`src/rtl/ami_pkg.sv`:
```
package ami_pkg;
  // enable bits held per enable register
  localparam int ENA_PER_REG = 2;

  function automatic int sel_width(input int n_src);
    return $clog2(n_src + (n_src + ENA_PER_REG - 1) / ENA_PER_REG + 1);
  endfunction
endpackage

```
`src/rtl/ami_regs.sv`:
```
module ami_regs
  import ami_pkg::*;
#(
  parameter int AW = 20,
  parameter int NS = 4,
  parameter int SW = 3
) (
  input  logic                 clk,
  input  logic                 rst_n,
  input  logic                 wr,
  input  logic [SW-1:0]        sel,
  input  logic [AW-1:0]        data,
  output logic [NS-1:0][AW-1:0] watch_addr,
  output logic [NS-1:0]        watch_en
);
  localparam int N_EN_REG = (NS + ENA_PER_REG - 1) / ENA_PER_REG;
  localparam int LAST_CODE = NS + N_EN_REG - 1;

  for (genvar i = 0; i < NS; i++) begin : g_slot
    localparam logic [SW-1:0] ADDR_CODE = SW'(i);
    localparam logic [SW-1:0] EN_CODE   = SW'(NS + i / ENA_PER_REG);
    localparam int            EN_BIT    = i % ENA_PER_REG;

    logic addr_we, en_we;
    logic [AW-1:0] addr_d;
    logic en_d;

    always_comb begin
      addr_we = wr && (sel == ADDR_CODE);
      en_we   = wr && (sel == EN_CODE);
      addr_d  = data;
      en_d    = data[EN_BIT];
    end

    always_ff @(posedge clk or negedge rst_n) begin
      if (!rst_n) begin
        watch_addr[i] <= '0;
      end else if (addr_we) begin
        watch_addr[i] <= addr_d;
      end
    end

    always_ff @(posedge clk or negedge rst_n) begin
      if (!rst_n) begin
        watch_en[i] <= 1'b0;
      end else if (en_we) begin
        watch_en[i] <= en_d;
      end
    end
  end

  // unused codes leave every register untouched
  a_r10_unused_code_ignored: assert property (@(posedge clk) disable iff (!rst_n)
    (wr && (int'(sel) > LAST_CODE)) |=> ($stable(watch_addr) && $stable(watch_en)));

  // enable-group write loads the addressed enables from data bits 0 and 1
  a_r3_group0_load: assert property (@(posedge clk) disable iff (!rst_n)
    (wr && (sel == SW'(NS))) |=> (watch_en[1:0] == $past(data[1:0])));
endmodule

```
`src/rtl/ami_start.sv`:
```
module ami_start #(
  parameter int AW = 20
) (
  input  logic          clk,
  input  logic          rst_n,
  input  logic          fv,
  input  logic [AW-1:0] addr,
  output logic          start
);
  logic          prev_fv_q, prev_fv_d;
  logic [AW-1:0] prev_addr_q, prev_addr_d;
  logic          addr_ce;

  always_comb begin
    prev_fv_d   = fv;
    addr_ce     = fv;
    prev_addr_d = addr;
    start       = fv && !(prev_fv_q && (addr == prev_addr_q));
  end

  always_ff @(posedge clk or negedge rst_n) begin
    if (!rst_n) begin
      prev_fv_q <= 1'b0;
    end else begin
      prev_fv_q <= prev_fv_d;
    end
  end

  always_ff @(posedge clk or negedge rst_n) begin
    if (!rst_n) begin
      prev_addr_q <= '0;
    end else if (addr_ce) begin
      prev_addr_q <= prev_addr_d;
    end
  end

  // a held fetch of the same address is not a new start
  a_r8_no_restart_on_stall: assert property (@(posedge clk) disable iff (!rst_n)
    (fv && $past(fv) && (addr == $past(addr))) |-> !start);
endmodule

```
`src/rtl/ami_cmp.sv`:
```
module ami_cmp #(
  parameter int AW = 20,
  parameter int NS = 4,
  parameter int IW = 2
) (
  input  logic                  clk,
  input  logic                  rst_n,
  input  logic [AW-1:0]         addr,
  input  logic                  blocked,
  input  logic [NS-1:0][AW-1:0] watch_addr,
  input  logic [NS-1:0]         watch_en,
  output logic                  any_hit,
  output logic [IW-1:0]         hit_idx
);
  logic [NS-1:0] hits;
  logic [NS-1:0] grant;

  for (genvar i = 0; i < NS; i++) begin : g_cmp
    assign hits[i] = watch_en[i] && (watch_addr[i] == addr) && !blocked;
  end

  always_comb begin
    any_hit = 1'b0;
    grant   = '0;
    hit_idx = '0;
    for (int i = 0; i < NS; i++) begin
      if (hits[i] && !any_hit) begin
        any_hit  = 1'b1;
        grant[i] = 1'b1;
        hit_idx  = IW'(i);
      end
    end
  end

  // a single grant, and none below it also matching
  a_r5_single_grant: assert property (@(posedge clk) disable iff (!rst_n)
    $onehot0(grant));
  a_r5_lowest_wins: assert property (@(posedge clk) disable iff (!rst_n)
    any_hit |-> (hits[hit_idx] && ((hits & ~({NS{1'b1}} << hit_idx)) == '0)));
  // a granted slot is enabled
  a_r4_grant_enabled: assert property (@(posedge clk) disable iff (!rst_n)
    ((grant & ~watch_en) == '0));
endmodule

```
`src/rtl/addr_match_irq.sv`:
```
module addr_match_irq
  import ami_pkg::*;
#(
  parameter int ADDR_W = 20,
  parameter int N_SRC  = 4,
  localparam int SEL_W = sel_width(N_SRC),
  localparam int IDX_W = (N_SRC > 1) ? $clog2(N_SRC) : 1
) (
  input  logic              clk,
  input  logic              rst_n,
  input  logic              cfg_wr,
  input  logic [SEL_W-1:0]  cfg_sel,
  input  logic [ADDR_W-1:0] cfg_data,
  input  logic              fetch_vld,
  input  logic [ADDR_W-1:0] fetch_addr,
  input  logic              fetch_long,
  input  logic              ext_area,
  input  logic              bus_narrow,
  output logic              brk_req,
  output logic [IDX_W-1:0]  brk_src,
  output logic [ADDR_W-1:0] brk_stack_pc
);
  logic [N_SRC-1:0][ADDR_W-1:0] watch_addr;
  logic [N_SRC-1:0]             watch_en;
  logic                         start;
  logic                         any_hit;
  logic [IDX_W-1:0]             hit_idx;
  logic                         blocked;

  logic                         req_d, req_q;
  logic                         out_ce;
  logic [IDX_W-1:0]             src_d, src_q;
  logic [ADDR_W-1:0]            pc_d, pc_q;

  ami_regs #(.AW(ADDR_W), .NS(N_SRC), .SW(SEL_W)) u_regs (
    .clk        (clk),
    .rst_n      (rst_n),
    .wr         (cfg_wr),
    .sel        (cfg_sel),
    .data       (cfg_data),
    .watch_addr (watch_addr),
    .watch_en   (watch_en)
  );

  ami_start #(.AW(ADDR_W)) u_start (
    .clk   (clk),
    .rst_n (rst_n),
    .fv    (fetch_vld),
    .addr  (fetch_addr),
    .start (start)
  );

  assign blocked = ext_area && bus_narrow;

  ami_cmp #(.AW(ADDR_W), .NS(N_SRC), .IW(IDX_W)) u_cmp (
    .clk        (clk),
    .rst_n      (rst_n),
    .addr       (fetch_addr),
    .blocked    (blocked),
    .watch_addr (watch_addr),
    .watch_en   (watch_en),
    .any_hit    (any_hit),
    .hit_idx    (hit_idx)
  );

  always_comb begin
    req_d  = start && any_hit;
    out_ce = req_d;
    src_d  = hit_idx;
    pc_d   = fetch_addr + (fetch_long ? ADDR_W'(2) : ADDR_W'(1));
  end

  always_ff @(posedge clk or negedge rst_n) begin
    if (!rst_n) begin
      req_q <= 1'b0;
    end else begin
      req_q <= req_d;
    end
  end

  always_ff @(posedge clk or negedge rst_n) begin
    if (!rst_n) begin
      src_q <= '0;
      pc_q  <= '0;
    end else if (out_ce) begin
      src_q <= src_d;
      pc_q  <= pc_d;
    end
  end

  assign brk_req      = req_q;
  assign brk_src      = src_q;
  assign brk_stack_pc = pc_q;

  // a request always follows a valid fetch
  a_r2_req_needs_fetch: assert property (@(posedge clk) disable iff (!rst_n)
    brk_req |-> $past(fetch_vld));
  // narrow external fetches never request
  a_r7_narrow_ext_blocked: assert property (@(posedge clk) disable iff (!rst_n)
    brk_req |-> !$past(ext_area && bus_narrow));
  // stacked PC offset chosen by the opcode class
  a_r6_stack_pc: assert property (@(posedge clk) disable iff (!rst_n)
    brk_req |-> (brk_stack_pc == $past(fetch_addr) + ($past(fetch_long) ? ADDR_W'(2) : ADDR_W'(1))));
  // a stalled fetch gives no second request
  a_r8_single_pulse: assert property (@(posedge clk) disable iff (!rst_n)
    (fetch_vld && $past(fetch_vld) && (fetch_addr == $past(fetch_addr))) |=> !brk_req);
endmodule

```
`config.mk`:
```
export PLATFORM = sky130hd
export DESIGN_NAME = addr_match_irq
export DESIGN_NICKNAME = d
export VERILOG_FILES = /design/src/rtl/ami_pkg.sv /design/src/rtl/ami_regs.sv /design/src/rtl/ami_start.sv /design/src/rtl/ami_cmp.sv /design/src/rtl/addr_match_irq.sv
export SDC_FILE = /design/constraint.sdc
export NUM_CORES = 1
export LEC_CHECK = 0
export BUFFER_PORTS_ARGS = -buffer_cell sky130_fd_sc_hd__buf_2
export CAP_MARGIN = 20
export CORE_MARGIN = 8
export CORE_UTILIZATION = 45
export DETAILED_ROUTE_END_ITERATION = 6
export SYNTH_ARGS = -nofsm -noshare
export SYNTH_HDL_FRONTEND = slang
export SYNTH_SLANG_ARGS = --single-unit
```
`constraint.sdc`:
```
create_clock -name clk -period 4.5 [get_ports clk]
set_input_delay 0.45 -clock clk [delete_from_list [all_inputs] [get_ports clk]]
set_output_delay 0.45 -clock clk [all_outputs]
set_load 0.005 [all_outputs]
```
======== After elaboration in Yosys (flattened, before gate mapping) ========
Index checks and enable logic that the tools add are counted.
storage, ports and cells
  flip-flop bits (word level) ............. 128
  input bits .............................. 50
cells by class
  add/subtract/negate cells ............... 1
  equality and inequality tests ........... 10
  mux-type cells .......................... 8
  reductions and logical operators ........ 27
operators with widths
  operator                                                         count
  20-bit == test                                                   5
  1-bit logical AND                                                21
  20-bit by 2-bit adder with 20-bit output                         1
  3-bit by 2-bit == test with 1-bit output, second input constant  2
  3-bit == test, second input constant                             2
  2-bit 2-to-1 mux                                                 3
  1-bit logical NOT                                                5
  1-bit 2-to-1 mux                                                 5
  3-bit by 1-bit == test with 1-bit output, second input constant  1
  3-bit logical NOT                                                1

======== Longest topological paths before layout ========
  depth in word-level cells ............... 14
  mapped depth ............................ 9

======== Modules after synthesis ========
From an unflattened synthesis, not the netlist that was laid out.
unflattened totals
  cell total of the unflattened synthesis .. 511
  area, all modules ....................... 6,373.6 um^2
by module, submodules not included
  module          instances  cells each  area each (um^2)  seq. area each (um^2)
  ami_regs        1          182         3,188.1           2,102.0
  addr_match_irq  1          142         1,263.7           575.6
  ami_start       1          71          984.7             525.5
  ami_cmp         1          116         937.1             0.0

======== Worst setup path before layout ========
OpenSTA, ideal clock, no wires.
  path kind ............................... input to register
  from .................................... in fetch_addr[1]
  to ...................................... reg pc_q[18], in the netlist brk_stack_pc[18]
  library setup time ...................... 0.125 ns
  arrival time ............................ 2.186 ns
  required time ........................... 4.375 ns
  path slack .............................. 2.189 ns
  stages .................................. 8
  path buffers ............................ 1
  cell sequence ........................... buf_2 inv_1 fa_1 nor3_1 and3_1 nand4_1 xnor2_1 mux2_4
between the ends
  word-level cells in the longest chain between the ends .. 14
  elaborated cells between the ends (all ways) .. 28
ends and longest elaborated chain
  item                            RTL line              source
  start: declaration              addr_match_irq.sv:15  input logic [ADDR_W-1:0] fetch_addr,
  20-bit == test                  ami_cmp.sv:19         assign hits[i] = watch_en[i] && (watch_addr[i] == addr) && !blocked;
  1-bit logical AND (2 in a row)  ami_cmp.sv:19
  1-bit 2-to-1 mux                ami_cmp.sv:27         if (hits[i] && !any_hit) begin
  1-bit logical NOT               ami_cmp.sv:27
  1-bit logical AND               ami_cmp.sv:27
  1-bit 2-to-1 mux                ami_cmp.sv:27
  1-bit logical NOT               ami_cmp.sv:27
  1-bit logical AND               ami_cmp.sv:27
  1-bit 2-to-1 mux                ami_cmp.sv:27
  1-bit logical NOT               ami_cmp.sv:27
  1-bit logical AND               ami_cmp.sv:27
  1-bit 2-to-1 mux                ami_cmp.sv:27
  1-bit logical AND               addr_match_irq.sv:67  req_d = start && any_hit;
  end signal: assignment          addr_match_irq.sv:87  pc_q <= pc_d;
  end: declaration                addr_match_irq.sv:33  logic [ADDR_W-1:0] pc_d, pc_q;
Several ways; a longest one is shown, not always the timed one.
A chain may end at the register's enable or synchronous reset.

======== Worst setup path in the final report ========
  from .................................... reg u_regs.watch_addr[7] (netlist bit)
  to ...................................... reg pc_q[6], in the netlist brk_stack_pc[6]
between the ends
  word-level cells in the longest chain between the ends .. 14
ends and longest elaborated chain
  item                                RTL line              source
  start: declaration                  ami_regs.sv:13        output logic [NS-1:0][AW-1:0] watch_addr,
  start signal: indexed assignment    ami_regs.sv:39        watch_addr[i] <= addr_d;
  20-bit == test (*)                  ami_cmp.sv:19
  1-bit logical AND (*) (2 in a row)  ami_cmp.sv:19
  1-bit 2-to-1 mux (*)                ami_cmp.sv:27
  1-bit logical NOT                   ami_cmp.sv:27
  1-bit logical AND                   ami_cmp.sv:27
  1-bit 2-to-1 mux (*)                ami_cmp.sv:27
  1-bit logical NOT                   ami_cmp.sv:27
  1-bit logical AND                   ami_cmp.sv:27
  1-bit 2-to-1 mux (*)                ami_cmp.sv:27
  1-bit logical NOT                   ami_cmp.sv:27
  1-bit logical AND                   ami_cmp.sv:27
  1-bit 2-to-1 mux (*)                ami_cmp.sv:27
  1-bit logical AND (*)               addr_match_irq.sv:67
Every way passes the cells marked *; elsewhere a longest branch is shown, timed or not.

==> summary.md <==
| Metric | Value |
|---|---|
| Place WS | `1670 ps` |
| Setup Skew | `5.86 ps` |
| Port bufs | `72` |
| Gp weighted congestion | `0.858` |
| Worst Path Required | `4810 ps` |
| Io pins | `73` |
| Setup TNS | `0 ps` |
| Synth-to-Final Area Change | `14.9%` |
| Slew Viols, Final | `0` |
| CP Capture Type | `flop` |
| Clock latency on the worst-skew pair | `420 ps` |
| Worst Tran Pin Value | `655 ps` |
| Final wirelength | `18000 um` |
| MaxCap Viol Count | `0` |
| CTS Hold Bufs | `0` |
| Seq/Total Area, Yosys | `47.0%` |
| Die Ht | `139 um` |
| Multi-input logic area | `0.00334 mm2` |
| DRT Pass-1 Iters | `4` |
| Clock Tree Buf Depth | `2` |
| CTS tree | `yes` |
| Ys async rst share | `100%` |
| Cell area power density | `460 mW/mm2` |
| Initial DRC Count | `262` |
| CP Launch Type | `flop` |
| Tcrit/Tclk final | `53.5%` |
| Mean Syn Cell Area | `12.8 um2` |
| WL per Instance | `22.5 um` |
| Die area | `0.0193 mm2` |
| Ys Warns | `0` |
| Final instance area | `0.00783 mm2` |
| Worst-path clk slew | `60 ps` |
| Final setup fails | `0` |
| Setup repair after global routing missed its margin | `no` |
| Post-DRT Antenna Nets | `0` |
| Final WS setup | `2090 ps` |
| Peak VDD IR | `278 uV` |
| Leading area contributor after synthesis | `dfrtp_1` |
| # Post-CTS Setup Buffers | `0` |
| Outcome | `finished, final reports clean` |
| PostCTS Resize Cnt | `0` |
| Max_slew headroom | `56.3%` |
| Total global routing track utilization | `19.6%` |
| Placed insts | `766` |
| EDFF count, synth | `0` |
| Crit path max fanout | `20` |
| Clock Sinks | `128` |
| Clk Tree Root Cell | `clkbuf_16` |
| Initial Utilization | `45.5%` |
| Post-layout min period | `2410 ps` |
| Primary FF master, synth | `dfrtp_1` |
| Htree depth | `4` |
| Largest net degree at the start of global routing | `52` |
| Critical path class | `reg -> reg` |
| Post-DP HPWL | `13400 um` |
| Core Area | `0.0150 mm2` |
| Via count | `4390` |
| Fillcell total | `1321` |
| Diode count | `0` |
| Dpl cell area | `0.00720 mm2` |
| Initial antenna violation count | `0` |
| DRC | `0` |
| Final cell count without fillers | `798` |
| Final hold vios | `0` |
| Hold_ws | `16.3 ps` |
| Arr. time, crit path | `2710 ps` |
| Layout Nets | `650` |
| Synthesis-stage register bit count | `128` |
| Via density | `5.50` |
| Synth unique cells | `45` |
| Clock buffer count from CTS | `17` |
| Layout cells sized above 1 | `40.3%` |
| Most frequent cells in the layout | `dfrtp_1 (128), mux2_2 (104), xor2_1 (84), buf_2 (71), xnor2_1 (31)` |
| First-pass GRT wire length | `28500 um` |
| Die width | `139 um` |
| Vias in the first global route | `4799` |
| Commonest non-fill, non-tap cell in the layout | `dfrtp_1` |
| Post-synth top area share | `47.0%` |
| Area contributors post-synth | `dfrtp_1 (47%), mux2_2 (17%), xor2_1 (11%)` |
| Mapped Cells | `532` |
| Synth Net Count | `585` |
| GRT Residual Overflow | `0` |
| Register area | `0.00320 mm2` |
| Fmax | `416 MHz` |
| Row cnt | `45` |
| Worst Hold Class | `in -> async` |
| Leakage | `3.44 nW` |
| Netlist Area Pre-Place | `0.00681 mm2` |
[sequential cells by signal, indices dropped and copies added (netlist names)]
signal and count:
u_regs.watch_addr 80, brk_stack_pc 20, u_start.prev_addr_q 20, u_regs.watch_en 4
brk_src 2, brk_req 1, u_start.prev_fv_q 1
[final timing paths]
| kind | from | end | slack (ps) | cells after the start |
|---|---|---|---|---|
| hold reg to reg | brk_stack_pc[3] | brk_stack_pc[3] | 500 | 1 |
| setup reg to reg | u_regs.watch_addr[7] | brk_stack_pc[6] | 2090 | 6 |
| setup / recovery | u_regs.watch_addr[7] | brk_stack_pc[6] | 2090 | 6 |
| min in group clk | cfg_data[9] | u_regs.watch_addr[9] | 310 | 2 |
| max in group asynchronous | rst_n | u_regs.watch_addr[52] | 3410 | 2 |
| hold / removal | rst_n | brk_stack_pc[5] | 20 | 1 |
[cells by family after synthesis]
logic type	synth area share, %
DFF	47.0
muxes	21.5
xor gates and xnor gates	15.7
and+or+nand+nor	9.62
buffers and inverters	4.09
AOI/OAI and AO/OA	1.36
adders and majority gates	0.661
[critical path: stages (launching register included)]
cell	delay [ps]
dfrtp_1	410
xnor2_1	260
nand2_1	100
or3b_1	420
nor4b_2	310
o31a_4	440
mux2_4	340
[Yosys cell counts, types with 3 or more instances]
| cell | number |
|---|---|
| dfrtp_1 | 128 |
| mux2_2 | 104 |
| xor2_1 | 84 |
| xnor2_1 | 31 |
| nor4_1 | 28 |
| mux2_4 | 19 |
| nand2_1 | 16 |
| nand4_1 | 15 |
| buf_6 | 12 |
| clkbuf_1 | 10 |
| nand3_1 | 10 |
| nor2_1 | 9 |
| nor3_1 | 8 |
| and3b_1 | 5 |
| buf_2 | 5 |
| inv_1 | 5 |
| and3_1 | 4 |
| xor2_2 | 4 |
| a21oi_1 | 3 |
| buf_4 | 3 |
[cell type report]
| class | count | share of cell area [%] |
|---|---|---|
| clock inverter | 14 | 2.41 |
| sequential | 128 | 40.9 |
| timing repair buffer | 78 | 5.21 |
| clock buffer | 18 | 5.61 |
| inverter | 5 | 0.240 |
| tap | 188 | 3.00 |
| multi-input combinational | 367 | 42.6 |
[power by group]
| part | switching, mW | total [mW] | leakage, nW | internal, mW |
|---|---|---|---|---|
| registers | 0.136 | 1.47 | 1.56 | 1.34 |
| clock network | 0.524 | 1.46 | 0.302 | 0.939 |
| logic | 0.366 | 0.667 | 1.57 | 0.301 |
| total | 1.03 | 3.61 | 3.44 | 2.58 |
[stage by stage]
stage / utilization (%) / power (mW)
floorplan: - / 1.92
global route: 52.3 / 3.77
global placement: 48.1 / 2.14
detailed placement: 48.1 / 2.16
finish: 52.3 / 3.61
CTS: 52.3 / 3.63
[routing by layer]
metal / GRT usage [%] / vias up / part of all wire, %
li1: - / 2012 / -
met1: 24.8 / 2230 / 45
met2: 32.2 / 124 / 48
met3: 4.92 / 24 / 4.7
met4: 6.82 / 0 / 2.1
met5: 0 / - / 0
No activity file was read; power rests on OpenSTA's default activity.
